`config.mk`:
```
export PLATFORM = sky130hd
export DESIGN_NAME = adc_trig_ctrl
export DESIGN_NICKNAME = d
export VERILOG_FILES = /design/src/rtl/adc_trig_ctrl.sv
export SDC_FILE = /design/constraint.sdc
export NUM_CORES = 1
export LEC_CHECK = 0
export CORE_AREA = 2 2 39 41
export CTS_CLUSTER_SIZE = 8
export DETAILED_ROUTE_END_ITERATION = 12
export DIE_AREA = 0 0 41 43
export PLACE_DENSITY = 0.8
export SETUP_SLACK_MARGIN = 0.02
export SYNTH_ARGS = -nofsm -noshare
export SYNTH_HDL_FRONTEND = slang
export SYNTH_SLANG_ARGS = --single-unit
export TNS_END_PERCENT = 20
```
`constraint.sdc`:
```
create_clock -name clk -period 1.7 [get_ports clk]
set_clock_uncertainty 0.1 [all_clocks]
set_input_delay 0.51 -clock clk [delete_from_list [all_inputs] [get_ports clk]]
set_output_delay 0.51 -clock clk [all_outputs]
set_load 0.02 [all_outputs]
```
`src/rtl/adc_trig_ctrl.sv`:
```
module adc_trig_ctrl #(
  parameter int ADDR_W = 4,
  parameter logic [ADDR_W-1:0] REG_ADDR = 4'h2
) (
  input  logic              clk,
  input  logic              rst_n,
  input  logic              standby,
  input  logic [ADDR_W-1:0] bus_addr,
  input  logic              bus_wr,
  input  logic              bus_rd,
  input  logic [7:0]        bus_wdata,
  output logic [7:0]        bus_rdata,
  input  logic              trig_n,
  output logic              conv_start,
  output logic              scan_sel
);

  localparam logic [1:0] EN_ARMED = 2'b11;

  logic [1:0] en_code;
  logic       scan_q;
  logic       hit;
  logic [2:0] pin_sh;
  logic       fall;
  logic       start_q;
  logic       unused_wbits;

  assign hit          = bus_addr == REG_ADDR;
  assign unused_wbits = ^bus_wdata[4:0];

  always_ff @(posedge clk or negedge rst_n) begin
    if (!rst_n) begin
      en_code <= 2'b00;
      scan_q  <= 1'b0;
    end else if (standby) begin
      en_code <= 2'b00;
      scan_q  <= 1'b0;
    end else if (bus_wr && hit) begin
      en_code <= bus_wdata[7:6];
      scan_q  <= bus_wdata[5];
    end
  end

  always_ff @(posedge clk or negedge rst_n) begin
    if (!rst_n) begin
      pin_sh  <= 3'b111;
      start_q <= 1'b0;
    end else begin
      pin_sh  <= {pin_sh[1:0], trig_n};
      start_q <= fall && (en_code == EN_ARMED);
    end
  end

  assign fall       = pin_sh[2] && !pin_sh[1];
  assign conv_start = start_q;
  assign scan_sel   = scan_q;
  assign bus_rdata  = (bus_rd && hit) ? {en_code, scan_q, 2'b00, 3'b111} : 8'h00;


  start_one_clk_chk: assert property (@(posedge clk) disable iff (!rst_n)
    conv_start |=> !conv_start);


  start_needs_arm_chk: assert property (@(posedge clk) disable iff (!rst_n)
    conv_start |-> $past(en_code) == EN_ARMED);


  standby_reload_chk: assert property (@(posedge clk) disable iff (!rst_n)
    standby |=> (en_code == 2'b00) && !scan_sel);


  fixed_bits_chk: assert property (@(posedge clk) disable iff (!rst_n)
    (bus_rd && hit) |-> (bus_rdata[4:0] == 5'b00111));


  idle_rdata_chk: assert property (@(posedge clk) disable iff (!rst_n)
    !(bus_rd && hit) |-> (bus_rdata == 8'h00));

endmodule

```
==> results.cfg, run 1 <==
[outcome]
outcome = finished, violations left
violations_in_the_final_reports = negative setup slack

[floorplan]
io_pins = 28
starting_utilization_of_the_core_area = 0.249
cell_rows = 14
core_area_sq_um = 1380
chipHeight_um = 43
die-width_um = 41
floorplan.die_area_sq_um = 1760

[cts]
tritoncts = yes
cts.root.buffer_cell = sky130_fd_sc_hd__clkbuf_4
cts.clk_slew.worst_paths_ps = 50
clock_tree.htree_level_count = 1
insertion_delay_ps = 240
clock_path_buffers = 2
cts_sinks = 7
numCtsBuffers = 3
hold_buffers = 0

[place]
placement.io_buffers = 20
dp.final_hpwl_um = 535
dp_slack_ps = -1040
place_congestion = 0.757
placed_area_sq_um = 571

[grt]
grt_remaining_overflow = 0
grtUsageTotal = 0.0995
first_global_vias = 287
grt_pass1_wl_um = 1180
antenna_found_initial = 0
grt_max_degree = 8

[routing]
routed_wire_length_per_instance_um = 9.31
route.final.wire_length_um = 652
routed-via-count = 298
drt_pass1_iterations = 4
ant_nets = 0
drc = 0
drt_iter0_drc = 10
vias_per_cell = 4.26

[logic_synthesis]
ys_warn_count = 0
seq_area_frac_synth = 0.520
syn-cell-area_sq_um = 344
synth.ff_latch_count = 7
synthTopCellsByArea = sky130_fd_sc_hd__dfrtp_1, sky130_fd_sc_hd__dfstp_2, sky130_fd_sc_hd__buf_4
post_synth_num_cell_types = 12
synth_top_cell_by_area = sky130_fd_sc_hd__dfrtp_1
synth_top_area_share = 0.291
syn_avg_cell_area_sq_um = 12.3
synthCells = 28

[critical_path]
worstSetupPathType = input pin to output pin
cpMaxStageDelayCell = sky130_fd_sc_hd__nor4b_4
count_of_buffering_cells_on_the_critical_path_with_inverters_included = 2
timing.critical_path.fanout_max = 5
worst_ep_arrival_time_ps = 1300
kind_of_start_point_of_the_critical_path = input pin
worstSetupEndpointType = output pin
path_cells = buf_6 > nor4b_4 > and3_2 > buf_4
gate_family_responsible_for_the_most_delay_along_the_worst_path = simple AND/OR/NAND/NOR gates
cpPeakStageDelay_ps = 350
cp.required_ps = 1090

[layout]
fraction_of_final_layout_cells_sized_beyond_drive_strength_1 = 0.500
final_standard_cell_area_without_fillers_sq_um = 594
area_used_by_multi_input_combinational_logic_sq_um = 149
flow.area_growth_from_synthesis_pct = 72.7
fill_cells = 149
antenna-diode-count = 0
mostFrequentLayoutCell = sky130_fd_sc_hd__buf_4
layout_common_cells = sky130_fd_sc_hd__buf_4, sky130_fd_sc_hd__clkdlybuf4s50_1, sky130_fd_sc_hd__dfrtp_1, sky130_fd_sc_hd__buf_6
register_area_sq_um = 179
nNetsFinal = 73

[sta]
finalCritPeriodShare = 1.13
timing.final.hold_violations = 0
setup_viol = 6
drv_slew = 0
period_minus_slack_ps = 1910
achievable_clock_frequency_mhz = 522
grt_setup_unrepaired = true
finalWorstSetupSlack_ps = -214

[flow_run]
max-cap-violations = 0

[pwr]
ir_drop_v = 0.000301
cellPowerDensity_nw_per_um2 = 628
leakage_nw = 0.284

[worst_hold_path]
timing.hold.worst.class = register to register
==> worst paths after layout <==
| kind | start | to | slack, ps | cells after the start |
|---|---|---|---|---|
| max in group asynchronous | rst_n | pin_sh[1] | 800 | 1 |
| setup reg to reg | pin_sh[1] | conv_start | 790 | 1 |
| min in group asynchronous | rst_n | conv_start | 420 | 1 |
| hold reg to reg | pin_sh[0] | pin_sh[1] | 250 | 0 |
| hold / removal | pin_sh[0] | pin_sh[1] | 250 | 0 |
| setup / recovery | bus_addr[3] | bus_rdata[6] | -210 | 4 |
==> layer usage <==
metal,GRT usage,wire length [um],vias up
li1,-,-,146
met1,0.123,259,136
met2,0.144,318,16
met3,0.0314,74,0
met4,0.0600,0,0
met5,0,0,-
==> synth_stat cells, drive strengths merged <==
library cell  instances
nand4b                3
and2                  2
dfrtp                 4
nand2b                3
and3                  3
nor4b                 1
o21ai                 3
dfstp                 3
buf                   4
and4b                 1
conb                  1
==> report_power, final <==
group | internal [W] | switching, W | leakage [nW]
Sequential | 0.000174 | 0.00000144 | 0.0873
Combinational | 0.0000314 | 0.0000202 | 0.182
Clock | 0.0000893 | 0.0000565 | 0.0150
Total | 0.000295 | 0.0000782 | 0.284
==> cells by family (layout without fill, tap and decap cells) <==
group / Yosys count / after routing / synth area share
simple gates: 13 / 13 / 0.338
flops: 7 / 7 / 0.520
buf+inv: 4 / 29 / 0.0873
compound gates: 3 / 3 / 0.0436
other cells: 1 / 2 / 0.0109
==> flip-flops by register name, indices dropped and copies added, names as in the netlist <==
name / cells
pin_sh: 3
scan_sel: 1
en_code: 2
conv_start: 1
==> timing repair <==
item | 4_1_cts | 5_1_grt
pin swaps | 4 | 1
endpoints found under the setup margin | 9 | 6
buffers inserted | 1 | 0
resized for setup | 54 | 1
==> final cells by class <==
class | count | area share
Clock buffer | 4 | 0.0442
Sequential cell | 7 | 0.301
Timing Repair Buffer | 25 | 0.371
Tap cell | 16 | 0.0337
Multi-Input combinational cell | 18 | 0.251
==> metrics by stage <==
stage                     utilization  total power (W)  TNS [ps]  hold WS [ps]  std cells
after global placement          0.412         0.000231     -6690           246         65
after CTS                       0.433         0.000382     -1280           256         70
final                           0.429         0.000373     -1250           254         70
after floorplan                     -         0.000197      -667           114         29
after global routing            0.429         0.000391     -1740           259         70
after detailed placement        0.412         0.000232     -6860           248         65
No activity file was read; power rests on OpenSTA's default activity.
==> run 2, diff against run 1 <==
--- a/config.mk
+++ b/config.mk
@@ -11,6 +11,7 @@
 export DIE_AREA = 0 0 41 43
 export PLACE_DENSITY = 0.8
 export SETUP_SLACK_MARGIN = 0.02
+export SLEW_MARGIN = 20
 export SYNTH_ARGS = -nofsm -noshare
 export SYNTH_HDL_FRONTEND = slang
 export SYNTH_SLANG_ARGS = --single-unit
==> results of run 2 <==
The final DEF is identical to that of run 1; final timing and power are the same.
==> run 3, diff against run 2 <==
--- a/config.mk
+++ b/config.mk
@@ -6,6 +6,7 @@
 export NUM_CORES = 1
 export LEC_CHECK = 0
 export CORE_AREA = 2 2 39 41
+export CTS_CLUSTER_DIAMETER = 30
 export CTS_CLUSTER_SIZE = 8
 export DETAILED_ROUTE_END_ITERATION = 12
 export DIE_AREA = 0 0 41 43
==> results of run 3 <==
The final DEF is identical to that of run 1; final timing and power are the same.
